===== src/rtl/rvt_pkg.sv =====
package rvt_pkg;

  // Age of a ring slot relative to the oldest slot: 0 for the oldest entry.
  function automatic int unsigned ring_age(int unsigned slot, int unsigned base,
                                           int unsigned depth);
    return (slot + depth - base) % depth;
  endfunction

endpackage


===== src/rtl/rvt_entry_table.sv =====
module rvt_entry_table
  import rvt_pkg::*;
#(
  parameter int N_ENTRIES = 8,
  parameter int WB_PORTS  = 2,
  localparam int IDX_W    = (N_ENTRIES > 1) ? $clog2(N_ENTRIES) : 1,
  localparam int OCC_W    = $clog2(N_ENTRIES + 1)
) (
  input  logic                         clk,
  input  logic                         rst_n,
  input  logic                         disp_fire_i,
  input  logic [WB_PORTS-1:0]          wb_valid_i,
  input  logic [WB_PORTS*IDX_W-1:0]    wb_idx_i,
  input  logic                         commit_valid_i,
  input  logic                         squash_valid_i,
  input  logic [IDX_W-1:0]             squash_idx_i,
  output logic [IDX_W-1:0]             head_o,
  output logic [IDX_W-1:0]             tail_o,
  output logic                         full_o,
  output logic [N_ENTRIES-1:0]         alloc_o,
  output logic [N_ENTRIES-1:0]         written_o,
  output logic [N_ENTRIES-1:0]         wb_hit_o,
  output logic [N_ENTRIES-1:0]         sq_mask_o,
  output logic                         commit_fire_o
);

  logic [N_ENTRIES-1:0] alloc_q, written_q;
  logic [IDX_W-1:0]     head_q, tail_q;
  logic [OCC_W-1:0]     occ_q;

  logic                 sq_active;
  int unsigned          sq_age;
  logic [N_ENTRIES-1:0] port_match;
  logic [N_ENTRIES-1:0] head_onehot, tail_onehot;
  logic [IDX_W-1:0]     head_inc, tail_inc;

  // Any writeback port naming slot e.
  for (genvar e = 0; e < N_ENTRIES; e++) begin : g_match
    always_comb begin
      port_match[e] = 1'b0;
      for (int p = 0; p < WB_PORTS; p++) begin
        if (wb_valid_i[p] && (wb_idx_i[p*IDX_W +: IDX_W] == IDX_W'(e)))
          port_match[e] = 1'b1;
      end
    end
    assign head_onehot[e] = (head_q == IDX_W'(e));
    assign tail_onehot[e] = (tail_q == IDX_W'(e));
  end

  always_comb begin
    sq_active = squash_valid_i && alloc_q[squash_idx_i];
    sq_age    = ring_age(int'(squash_idx_i), int'(head_q), N_ENTRIES);
    for (int e = 0; e < N_ENTRIES; e++) begin
      sq_mask_o[e] = sq_active && alloc_q[e] &&
                     (ring_age(e, int'(head_q), N_ENTRIES) >= sq_age);
      wb_hit_o[e]  = port_match[e] && alloc_q[e] && !written_q[e] && !sq_mask_o[e];
    end
    commit_fire_o = commit_valid_i && !sq_active && alloc_q[head_q] && written_q[head_q];
    head_inc = (head_q == IDX_W'(N_ENTRIES - 1)) ? '0 : head_q + 1'b1;
    tail_inc = (tail_q == IDX_W'(N_ENTRIES - 1)) ? '0 : tail_q + 1'b1;
  end

  always_ff @(posedge clk) begin
    if (!rst_n) begin
      alloc_q   <= '0;
      written_q <= '0;
      head_q    <= '0;
      tail_q    <= '0;
      occ_q     <= '0;
    end else begin
      alloc_q   <= (alloc_q & ~sq_mask_o & ~(commit_fire_o ? head_onehot : '0))
                 | (disp_fire_i ? tail_onehot : '0);
      written_q <= (written_q | wb_hit_o) & ~sq_mask_o & ~(commit_fire_o ? head_onehot : '0);
      if (commit_fire_o) head_q <= head_inc;
      if (sq_active) begin
        tail_q <= squash_idx_i;
        occ_q  <= occ_q - OCC_W'($countones(sq_mask_o));
      end else begin
        if (disp_fire_i) tail_q <= tail_inc;
        occ_q <= occ_q + OCC_W'(disp_fire_i) - OCC_W'(commit_fire_o);
      end
    end
  end

  assign head_o    = head_q;
  assign tail_o    = tail_q;
  assign full_o    = (occ_q == OCC_W'(N_ENTRIES));
  assign alloc_o   = alloc_q;
  assign written_o = written_q;

endmodule


===== src/rtl/rvt_vuln_counter.sv =====
module rvt_vuln_counter #(
  parameter int N_ENTRIES = 8,
  parameter int B_BITS    = 10,
  parameter int R_BITS    = 16,
  localparam int MAX_CNT  = N_ENTRIES * (B_BITS + R_BITS),
  localparam int CNT_W    = $clog2(MAX_CNT + 1),
  localparam int OCC_W    = $clog2(N_ENTRIES + 1),
  localparam int SUM_W    = CNT_W + 2
) (
  input  logic             clk,
  input  logic             rst_n,
  input  logic             disp_fire_i,
  input  logic [OCC_W-1:0] n_wb_i,
  input  logic             commit_fire_i,
  input  logic [OCC_W-1:0] n_sq_alloc_i,
  input  logic [OCC_W-1:0] n_sq_written_i,
  output logic [CNT_W-1:0] count_o,
  output logic             underflow_o
);

  localparam logic [SUM_W-1:0] B_C   = SUM_W'(B_BITS);
  localparam logic [SUM_W-1:0] R_C   = SUM_W'(R_BITS);
  localparam logic [SUM_W-1:0] MAX_C = SUM_W'(MAX_CNT);

  logic [CNT_W-1:0] count_q, count_d;
  logic [SUM_W-1:0] gain, loss, total, diff;

  always_comb begin
    gain  = (disp_fire_i ? B_C : '0) + SUM_W'(n_wb_i) * R_C;
    loss  = (commit_fire_i ? (B_C + R_C) : '0)
          + SUM_W'(n_sq_alloc_i) * B_C + SUM_W'(n_sq_written_i) * R_C;
    total = {2'b00, count_q} + gain;
    underflow_o = (loss > total);
    diff  = total - loss;
    if (underflow_o)        count_d = '0;
    else if (diff > MAX_C)  count_d = MAX_C[CNT_W-1:0];
    else                    count_d = diff[CNT_W-1:0];
  end

  always_ff @(posedge clk) begin
    if (!rst_n) count_q <= '0;
    else        count_q <= count_d;
  end

  assign count_o = count_q;

endmodule


===== src/rtl/rvt_stall_gate.sv =====
module rvt_stall_gate #(
  parameter int N_ENTRIES = 8,
  parameter int B_BITS    = 10,
  parameter int R_BITS    = 16,
  parameter int WB_PORTS  = 2,
  localparam int MAX_CNT  = N_ENTRIES * (B_BITS + R_BITS),
  localparam int CNT_W    = $clog2(MAX_CNT + 1),
  localparam int SUM_W    = CNT_W + 2
) (
  input  logic             clk,
  input  logic             rst_n,
  input  logic [CNT_W-1:0] count_i,
  input  logic             full_i,
  input  logic             bound_wr_en_i,
  input  logic [CNT_W-1:0] bound_wr_data_i,
  output logic             stall_o,
  output logic [CNT_W-1:0] bound_o
);

  // Worst-case growth if one more instruction enters and every port writes back.
  localparam logic [SUM_W-1:0] HEADROOM = SUM_W'(B_BITS + R_BITS * WB_PORTS);

  logic [CNT_W-1:0] bound_q;
  logic [SUM_W-1:0] projected;

  always_ff @(posedge clk) begin
    if (!rst_n)             bound_q <= CNT_W'(MAX_CNT);
    else if (bound_wr_en_i) bound_q <= bound_wr_data_i;
  end

  assign projected = {2'b00, count_i} + HEADROOM;
  assign stall_o   = full_i || (projected > {2'b00, bound_q});
  assign bound_o   = bound_q;

endmodule


===== src/rtl/rob_vuln_throttle.sv =====
module rob_vuln_throttle #(
  parameter int N_ENTRIES = 8,
  parameter int B_BITS    = 10,
  parameter int R_BITS    = 16,
  parameter int WB_PORTS  = 2,
  localparam int IDX_W    = (N_ENTRIES > 1) ? $clog2(N_ENTRIES) : 1,
  localparam int OCC_W    = $clog2(N_ENTRIES + 1),
  localparam int CNT_W    = $clog2(N_ENTRIES * (B_BITS + R_BITS) + 1)
) (
  input  logic                      clk,
  input  logic                      rst_n,
  input  logic                      disp_valid,
  output logic                      disp_ready,
  output logic [IDX_W-1:0]          disp_idx,
  input  logic [WB_PORTS-1:0]       wb_valid,
  input  logic [WB_PORTS*IDX_W-1:0] wb_idx,
  input  logic                      commit_valid,
  input  logic                      squash_valid,
  input  logic [IDX_W-1:0]          squash_idx,
  input  logic                      bound_wr_en,
  input  logic [CNT_W-1:0]          bound_wr_data,
  output logic                      disp_stall,
  output logic [CNT_W-1:0]          vuln_count
);

  logic                 disp_fire, full, commit_fire, underflow;
  logic [IDX_W-1:0]     head, tail;
  logic [N_ENTRIES-1:0] alloc, written, wb_hit, sq_mask;
  logic [CNT_W-1:0]     bound_q;
  logic [OCC_W-1:0]     n_wb, n_sq_alloc, n_sq_written;

  assign disp_ready = !disp_stall && !squash_valid;
  assign disp_fire  = disp_valid && disp_ready;
  assign disp_idx   = tail;

  assign n_wb         = OCC_W'($countones(wb_hit));
  assign n_sq_alloc   = OCC_W'($countones(sq_mask));
  assign n_sq_written = OCC_W'($countones(sq_mask & written));

  rvt_entry_table #(.N_ENTRIES(N_ENTRIES), .WB_PORTS(WB_PORTS)) u_table (
    .clk(clk), .rst_n(rst_n), .disp_fire_i(disp_fire),
    .wb_valid_i(wb_valid), .wb_idx_i(wb_idx), .commit_valid_i(commit_valid),
    .squash_valid_i(squash_valid), .squash_idx_i(squash_idx),
    .head_o(head), .tail_o(tail), .full_o(full), .alloc_o(alloc),
    .written_o(written), .wb_hit_o(wb_hit), .sq_mask_o(sq_mask),
    .commit_fire_o(commit_fire)
  );

  rvt_vuln_counter #(.N_ENTRIES(N_ENTRIES), .B_BITS(B_BITS), .R_BITS(R_BITS)) u_count (
    .clk(clk), .rst_n(rst_n), .disp_fire_i(disp_fire), .n_wb_i(n_wb),
    .commit_fire_i(commit_fire), .n_sq_alloc_i(n_sq_alloc),
    .n_sq_written_i(n_sq_written), .count_o(vuln_count), .underflow_o(underflow)
  );

  rvt_stall_gate #(.N_ENTRIES(N_ENTRIES), .B_BITS(B_BITS), .R_BITS(R_BITS),
                   .WB_PORTS(WB_PORTS)) u_gate (
    .clk(clk), .rst_n(rst_n), .count_i(vuln_count), .full_i(full),
    .bound_wr_en_i(bound_wr_en), .bound_wr_data_i(bound_wr_data),
    .stall_o(disp_stall), .bound_o(bound_q)
  );

endmodule


===== config.mk =====
export PLATFORM = sky130hd
export DESIGN_NAME = rob_vuln_throttle
export DESIGN_NICKNAME = d
export VERILOG_FILES = /design/src/rtl/rvt_pkg.sv /design/src/rtl/rvt_entry_table.sv /design/src/rtl/rvt_vuln_counter.sv /design/src/rtl/rvt_stall_gate.sv /design/src/rtl/rob_vuln_throttle.sv
export SDC_FILE = /design/constraint.sdc
export NUM_CORES = 1
export LEC_CHECK = 0
export BUFFER_PORTS_ARGS = -buffer_cell sky130_fd_sc_hd__buf_2
export CAP_MARGIN = 20
export CORE_AREA = 4 4 107 109
export CTS_CLUSTER_SIZE = 14
export DETAILED_ROUTE_END_ITERATION = 10
export DIE_AREA = 0 0 111 113
export GPL_TIMING_DRIVEN = 0
export SYNTH_ARGS = -nofsm -noshare
export SYNTH_HDL_FRONTEND = slang
export SYNTH_SLANG_ARGS = --single-unit
export TNS_END_PERCENT = 1

===== constraint.sdc =====
create_clock -name clk -period 10.28 [get_ports clk]
set_input_delay 1.028 -clock clk [delete_from_list [all_inputs] [get_ports clk]]
set_output_delay 1.028 -clock clk [all_outputs]
set_load 0.01 [all_outputs]

# [Word-level counts from Yosys, hierarchy flattened]
# Index checks and enable logic that the tools add are counted.
[classes] add_sub_neg=42 mul=1 n_div=0 n_lt_le_gt_ge=13 n_eq_ne=29 n_shift=0 muxes=32 bitwise=10 reduce_logical=89
[op_table] operator="logical AND 1 bit" n=62
[op_table] operator="equality test 3 bit, second input constant" n=16
[op_table] operator="AND 8 bit" n=5
[op_table] operator="adder 10 x 8 -> 10 bit" n=3
[op_table] operator="adder 1 x 1 -> 2 bit" n=12
[op_table] operator="equality test 3 x 2 -> 1 bit, second input constant" n=8
[op_table] operator="greater-or-equal comparator 3 bit" n=8
[op_table] operator="two-way mux 8 bit" n=3
[op_table] operator="logical NOT 1 bit" n=19
[op_table] operator="two-way mux 1 bit" n=19
[op_table] operator="inverter 8 bit" n=2
[op_table] operator="OR 8 bit" n=2
[op_table] operator="adder 2 x 2 -> 3 bit" n=4
[op_table] operator="adder 4 bit" n=3
[op_table] operator="equality test 3 x 1 -> 1 bit, second input constant" n=4
[op_table] operator="logical NOT 3 bit" n=4
[op_table] operator="two-way mux 3 bit" n=4
[op_table] operator="subtractor 3 bit, first input constant" n=4
[op_table] operator="adder 8 x 10 -> 10 bit" n=1
[op_table] operator="greater-than comparator 10 bit" n=1
[op_table] operator="greater-than comparator 10 x 8 -> 1 bit" n=1
[op_table] operator="greater-than comparator 10 x 8 -> 1 bit, second input constant" n=1
[op_table] operator="subtractor 10 bit" n=1
[op_table] operator="adder 3 x 1 -> 3 bit, second input constant" n=3
[op_table] operator="19 further kinds" n=26
[word_totals] register_bits=42 latchBits=0 mem_bits_rw=0 romBits=0 input_bits=25 wordCells=224 mem_count=0

# [Longest topological paths before layout]
# Gate-level depths: netlist (run 1).
[logic_depth] depth_word=15 ltp_mapped=38 mapped_depth_nobuf=38

# [Hierarchy]
# From an unflattened synthesis (run 1), not the netlist that was laid out.
[hier_totals] cells_unflattened=622 area_unflattened_um2=5263.8
[modules_own_cells] mod="rvt_entry_table" instances=1 cells_per_inst=335 area_each_um2=2787.7 seq_area_each_um2=520.5
[modules_own_cells] mod="rvt_vuln_counter" instances=1 cells_per_inst=150 area_each_um2=1320.0 seq_area_each_um2=140.1
[modules_own_cells] mod="rvt_stall_gate" instances=1 cells_per_inst=68 area_each_um2=584.3 seq_area_each_um2=160.2
[modules_own_cells] mod="rob_vuln_throttle" instances=1 cells_per_inst=69 area_each_um2=571.8 seq_area_each_um2=0.0

# [Worst setup path before layout (run 1)]
# OpenSTA, ideal clock, no wires.
[synth_path] path_kind="input port to flip-flop" from="input squash_idx[0]" to="register u_count.count_q[3] (netlist: u_count.count_o[3])" setup_time_ps=75 arrival_ps=8526 slack_ps=1679 path_stages=34 path_cell_list="inv_1 ha_1 inv_1 fa_1 xor2_1 xnor2_1 ha_1 o21bai_1 a211oi_2 ha_1 inv_1 fa_1 fa_1 inv_1 ha_1 inv_1 fa_1 inv_1 ha_1 ha_1 fa_1 xnor2_1 ha_1 ha_1 a21oi_1 o21ai_0 xnor2_1 ha_1 or2_1 o22a_1 or3_1 a31o_2 or3_1 o22ai_1"
[synth_via] elab_chain_cells=15
[synth_lines] element="from (decl)" line="rob_vuln_throttle.sv:19" source="input logic [IDX_W-1:0] squash_idx,"
[synth_lines] element="parallel branches: the longest is 15 deep, another holds adder 10 x 8 -> 10 bit"
[synth_lines] element="to (signal assigned)" line="rvt_vuln_counter.sv:42" source="else count_q <= count_d;"
[synth_lines] element="to (decl)" line="rvt_vuln_counter.sv:25" source="logic [CNT_W-1:0] count_q, count_d;"
# Parallel ways; which one is timed is not known. The select of a mux whose other input is x is not followed.
# A chain may end at the register's enable or synchronous reset.

# [Final worst setup path (run 1)]
# Same ends and word-level chain as after synthesis.

==> results.yml, run 1 <==
placement:
  dp_cells: 728
  port_buffers: 35
  post-dp-hpwl_um: 9750
  place.gp.congestion: 0.924
synth:
  synth-warning-count: 0
  seq_area_frac_synth: 0.176
  synth_cell_types: 65
  syn-num-nets: 678
  synth_area_leaders: "ha_1 22%, dfxtp_1 18%, fa_1 7.3%"
  netlist_area_mm2: 0.00465
  async_flop_share: 0
  synth-seq-cells: 41
  synth_largest_area_cell: "ha_1"
  yosysTopAreaCellShare: 0.223
  postSynthCellCount: 553
  avgSynthCellArea_um2: 8.41
  synth_edf_count: 0
  ys.flop_type: "dfxtp_1"
clock_tree:
  cts_buffers: 5
  cts_hold_buf: 0
  cts_tree: "built"
  root_buffer: "clkbuf_8"
  cts-htree-levels: 2
  cts-resized-gates: 0
  cts_setup_buffers: 0
  clk_latency_ps: 310
  clk_pin_slew_ps: 90
  clkSinkCount: 41
  clockBufferDepth: 2
sta:
  period_needed_ps: 9460
  worst_pin_slew_ps: 1110
  period_share: 0.920
  setup-violations-final: 0
  whs_ps: 490
  tns_ps: 0
  fmax_mhz: 106
  drv_slew: 0
  clock-skew-final_ps: 15.5
  slew_headroom: 0.255
  rsz0062_at_grt: "no"
  hold_violations: 0
drt:
  drtPass1Iterations: 4
  wl_per_cell_um: 15.9
  detail-route-antenna-nets: 0
  num_vias: 4089
  drcViolationCount: 0
  wl_um: 11700
  drtIter0Drc: 219
  viasPerCell: 5.56
final_layout:
  antenna_cells: 0
  layout.nets: 720
  final_cell_mix: "83 x ha_1, 73 x inv_1, 43 x nand2_1, 41 x dfxtp_1, 38 x buf_2"
  drive_above_1_share: 0.0973
  finalNonFillerCells: 736
  final_common_cell: "ha_1"
  final_util: 0.482
  areaGrowthSynthToFinish_pct: 9.92
die:
  initial_core_util: 0.439
  die-height_um: 113
  design.die.area_mm2: 0.0125
  dieWidth_um: 111
  boundaryPins: 38
  fp.coreArea_mm2: 0.0106
  rows: 38
power_and_ir_drop:
  ir_drop_v: 0.0000955
  leakagePower_uw: 0.00234
  powerDensity_mw_per_mm2: 130
  total_power_uw: 667
run_status:
  outcome: "complete, no violations"
grt:
  grt_pass1_wl_um: 19900
  grt_max_degree: 14
  antenna_found_initial: 0
  grt_usage: 0.193
  globalRouteOverflowTotal: 0
  grt_pass1_vias: 4173
hold_path:
  min_path_type: "reg2reg"
worst_setup_path:
  cp_max_fo: 7
  regToRegSetupSlack_ps: 890
  start_kind: "primary input"
  arrival_ps: 9630
  crit_top_cell: "ha_1"
  slowest_delay_ps: 880
  slowest_stage: "o41ai_1"
  end_kind: "flip-flop"
  worst_ep_required_time_ps: 10450
  critPathKind: "in2reg"
run:
  cap_violations: 0
==> worst max-delay path: cells and delay by family <==
kind | cells | cell delay [ps]
buf+inv | 7 | 580
fa+ha+maj | 14 | 4520
simple gates | 3 | 1330
xor+xnor | 3 | 830
compound gates | 4 | 1350
==> cell usage after synthesis (2+ instances only) <==
cell	n
nand2_1	43
mux2i_1	10
nor2_1	29
nor4_1	5
nor2b_1	9
xor2_1	9
ha_1	83
o2111ai_1	2
xnor2_1	18
a21boi_0	3
a22oi_1	2
a31oi_1	4
o31ai_1	3
o22a_1	3
inv_1	73
a211oi_1	10
fa_1	17
dfxtp_1	41
a32o_1	5
o211a_1	3
buf_2	3
o21ai_0	12
clkbuf_1	6
a2111oi_0	2
or3_1	11
o21bai_1	3
o32ai_1	4
a31o_2	3
and3_1	2
a211oi_2	3
o211ai_1	5
nand4b_1	4
a211o_1	4
o22ai_1	4
a21oi_1	33
o41ai_1	2
nor3b_1	2
nand3_1	8
nand2b_1	10
and2_1	8
a21o_1	10
nor3_1	10
o21a_1	10
==> logic make-up (layout without fill, tap and decap cells) <==
group | Yosys count | in the layout | share of synthesized area
and+or+nand+nor | 147 | 147 | 0.160
AOI/OAI and AO/OA | 140 | 140 | 0.216
adders and majority gates | 100 | 100 | 0.296
buffers and inverters | 85 | 128 | 0.0702
DFF | 41 | 41 | 0.176
xor gates and xnor gates | 27 | 27 | 0.0508
muxes | 12 | 12 | 0.0288
other | 1 | 1 | 0.000806
==> per-stage QoR <==
step / area, um2 / setup slack [ps]
after floorplan: 4650 / 1680
after global placement: 5000 / 566
after detailed placement: 5000 / 426
after CTS: 5110 / 746
after global routing: 5110 / 292
final: 5110 / 818
==> registers in the layout (all words and copies together), names as in the netlist <==
signal,flops
u_gate.bound_o,8
u_table.alloc_o,8
u_table.written_o,8
u_count.count_o,7
u_table.occ_q,4
u_table.head_o,3
u_table.tail_o,3
==> final cells by class <==
class / instances / area, um2
flip-flops and latches: 41 / 821
clock buffers: 6 / 72.6
clock inverters: 2 / 38.8
plain buffers: 11 / 48.8
fillers: 1045 / 5490
inverters: 74 / 278
well taps: 140 / 175
multi-input cells: 427 / 3500
repair buffers: 35 / 175
==> metal layers <==
metal | up-vias | global-route usage | wire [um]
li1 | 2053 | - | -
met1 | 1898 | 0.252 | 5310
met2 | 117 | 0.324 | 5460
met3 | 21 | 0.0390 | 702
met4 | 0 | 0.0534 | 259
met5 | - | 0 | 0
==> power breakdown <==
part | switching [uW] | leakage, uW | internal (uW)
sequential | 21.9 | 0.000335 | 177
combinational | 188 | 0.00195 | 145
clock | 62.3 | 0.0000554 | 73.0
total | 272 | 0.00234 | 395
==> path summary, 6_finish.rpt <==
check	from	to	cells past startpoint
hold / removal	u_gate.bound_o[7]	u_gate.bound_o[7]	2
setup / recovery	squash_idx[0]	u_count.count_o[3]	31
hold reg to reg	u_gate.bound_o[7]	u_gate.bound_o[7]	2
setup reg to reg	u_table.head_o[1]	u_count.count_o[3]	29
No activity file was read; power rests on OpenSTA's default activity.
==> run 2: changes to the inputs <==
--- a/config.mk
+++ b/config.mk
@@ -12,6 +12,7 @@
 export DETAILED_ROUTE_END_ITERATION = 10
 export DIE_AREA = 0 0 111 113
 export GPL_TIMING_DRIVEN = 0
+export PLACE_DENSITY = 0.71
 export SYNTH_ARGS = -nofsm -noshare
 export SYNTH_HDL_FRONTEND = slang
 export SYNTH_SLANG_ARGS = --single-unit
==> results.yml, run 2 (synthesis gave the netlist of run 1 again) <==
drt:
  num_vias: 4077
  drtPass1Iterations: 4
  drtIter0Drc: 192
  wl_um: 11400
  viasPerCell: 5.53
  wl_per_cell_um: 15.4
  detail-route-antenna-nets: 0
  drcViolationCount: 0
sta:
  rsz0062_at_grt: "no"
  drv_slew: 0
  fmax_mhz: 106
  hold_violations: 0
  period_needed_ps: 9460
  period_share: 0.920
  clock-skew-final_ps: 7.22
  worst_pin_slew_ps: 966
  slew_headroom: 0.351
  tns_ps: 0
  setup-violations-final: 0
final_layout:
  areaGrowthSynthToFinish_pct: 9.36
  final_cell_mix: "83 x ha_1, 73 x inv_1, 43 x nand2_1, 41 x dfxtp_1, 38 x buf_2"
  drive_above_1_share: 0.0955
  final_util: 0.480
  layout.nets: 721
  antenna_cells: 0
  final_common_cell: "ha_1"
run_status:
  outcome: "complete, no violations"
power_and_ir_drop:
  ir_drop_v: 0.0000958
  powerDensity_mw_per_mm2: 125
  leakagePower_uw: 0.00233
grt:
  antenna_found_initial: 0
  grt_pass1_vias: 4193
  grt_usage: 0.184
  grt_pass1_wl_um: 19300
  grt_max_degree: 14
  globalRouteOverflowTotal: 0
worst_setup_path:
  r2r_cells: 29
  regToRegSetupSlack_ps: 920
  arrival_ps: 9590
  crit_buf_inv: 7
  cp_top_family: "adder cells"
  reg2reg_to: "u_count.count_o[1]"
  end_kind: "flip-flop"
  start_kind: "primary input"
  slowest_delay_ps: 850
  reg2reg_from: "u_table.head_o[1]"
  critPathKind: "in2reg"
  worst_ep_required_time_ps: 10410
  slowest_stage: "o41ai_1"
  crit_top_cell: "ha_1"
  cp_max_fo: 7
run:
  cap_violations: 0
clock_tree:
  cts-resized-gates: 0
  clk_pin_slew_ps: 80
  clkSinkCount: 41
  cts_tree: "built"
  clockBufferDepth: 2
  cts_hold_buf: 0
  cts_buffers: 5
  root_buffer: "clkbuf_8"
  clk_latency_ps: 290
  cts_setup_buffers: 0
  cts-htree-levels: 2
placement:
  place.gp.congestion: 0.949
  port_buffers: 35
  post-dp-hpwl_um: 9540
die:
  design.die.area_mm2: 0.0125
  initial_core_util: 0.439
  die-height_um: 113
  dieWidth_um: 111
  rows: 38
  boundaryPins: 38
  fp.coreArea_mm2: 0.0106
hold_path:
  min_path_type: "reg2reg"
  worstHoldEndpoint: "u_gate.bound_o[1]"
  holdPathStages: 2
  hp-start: "u_gate.bound_o[1]"
run 2: worst reg2reg max path: cells and delay by family, from the launching register on:
family | cells | cell delay [ps]
AO/OA/AOI/OAI | 5 | 1770
XOR/XNOR | 3 | 880
adder cells (fa/ha/maj) | 13 | 4410
buffers and inverters | 6 | 890
flip-flops | 1 | 460
AND/OR/NAND/NOR | 2 | 800
run 2: worst max path at each step:
stage                     depth (start not counted)          start                 end  slack (ps)
after floorplan                                  34  squash_idx[0]  u_count.count_o[3]        1680
after global placement                           31  squash_idx[0]  u_count.count_o[3]         780
after detailed placement                         31  squash_idx[0]  u_count.count_o[3]         520
after CTS                                        31  squash_idx[0]  u_count.count_o[3]         790
after global routing                             31  squash_idx[0]  u_count.count_o[5]         250
final                                            31  squash_idx[0]  u_count.count_o[1]         820
run 2: through the flow:
| step | setup WS, ps | area, um2 | instances | power (uW) | hold WS, ps |
|---|---|---|---|---|---|
| global placement | 778 | 5000 | 728 | 522 | 477 |
| global route | 247 | 5090 | 737 | 691 | 523 |
| detailed placement | 524 | 5000 | 728 | 535 | 482 |
| finish | 818 | 5090 | 737 | 638 | 496 |
| floorplan | 1680 | 4650 | 553 | 446 | 451 |
| CTS | 789 | 5080 | 736 | 639 | 502 |
run 2: where the power goes:
part,total (uW),internal [uW],switching [uW],leakage [uW]
Sequential,198,177,21.7,0.000335
Combinational,337,146,191,0.00196
Clock,102,48.3,54.1,0.0000395
Total,638,371,267,0.00233
run 2: cell type report:
type | count | area, um2
fillers | 1036 | 5520
repair buffers | 36 | 180
well taps | 140 | 175
flip-flops and latches | 41 | 821
plain buffers | 11 | 48.8
multi-input cells | 427 | 3500
clock buffers | 8 | 80.1
inverters | 74 | 278
run 2: metal layers:
metal  track usage  vias up  share of wire
li1              -     2052              -
met1         0.226     1917           0.44
met2         0.342       98           0.50
met3        0.0246       10          0.053
met4        0.0378        0         0.0098
met5             0        -              0
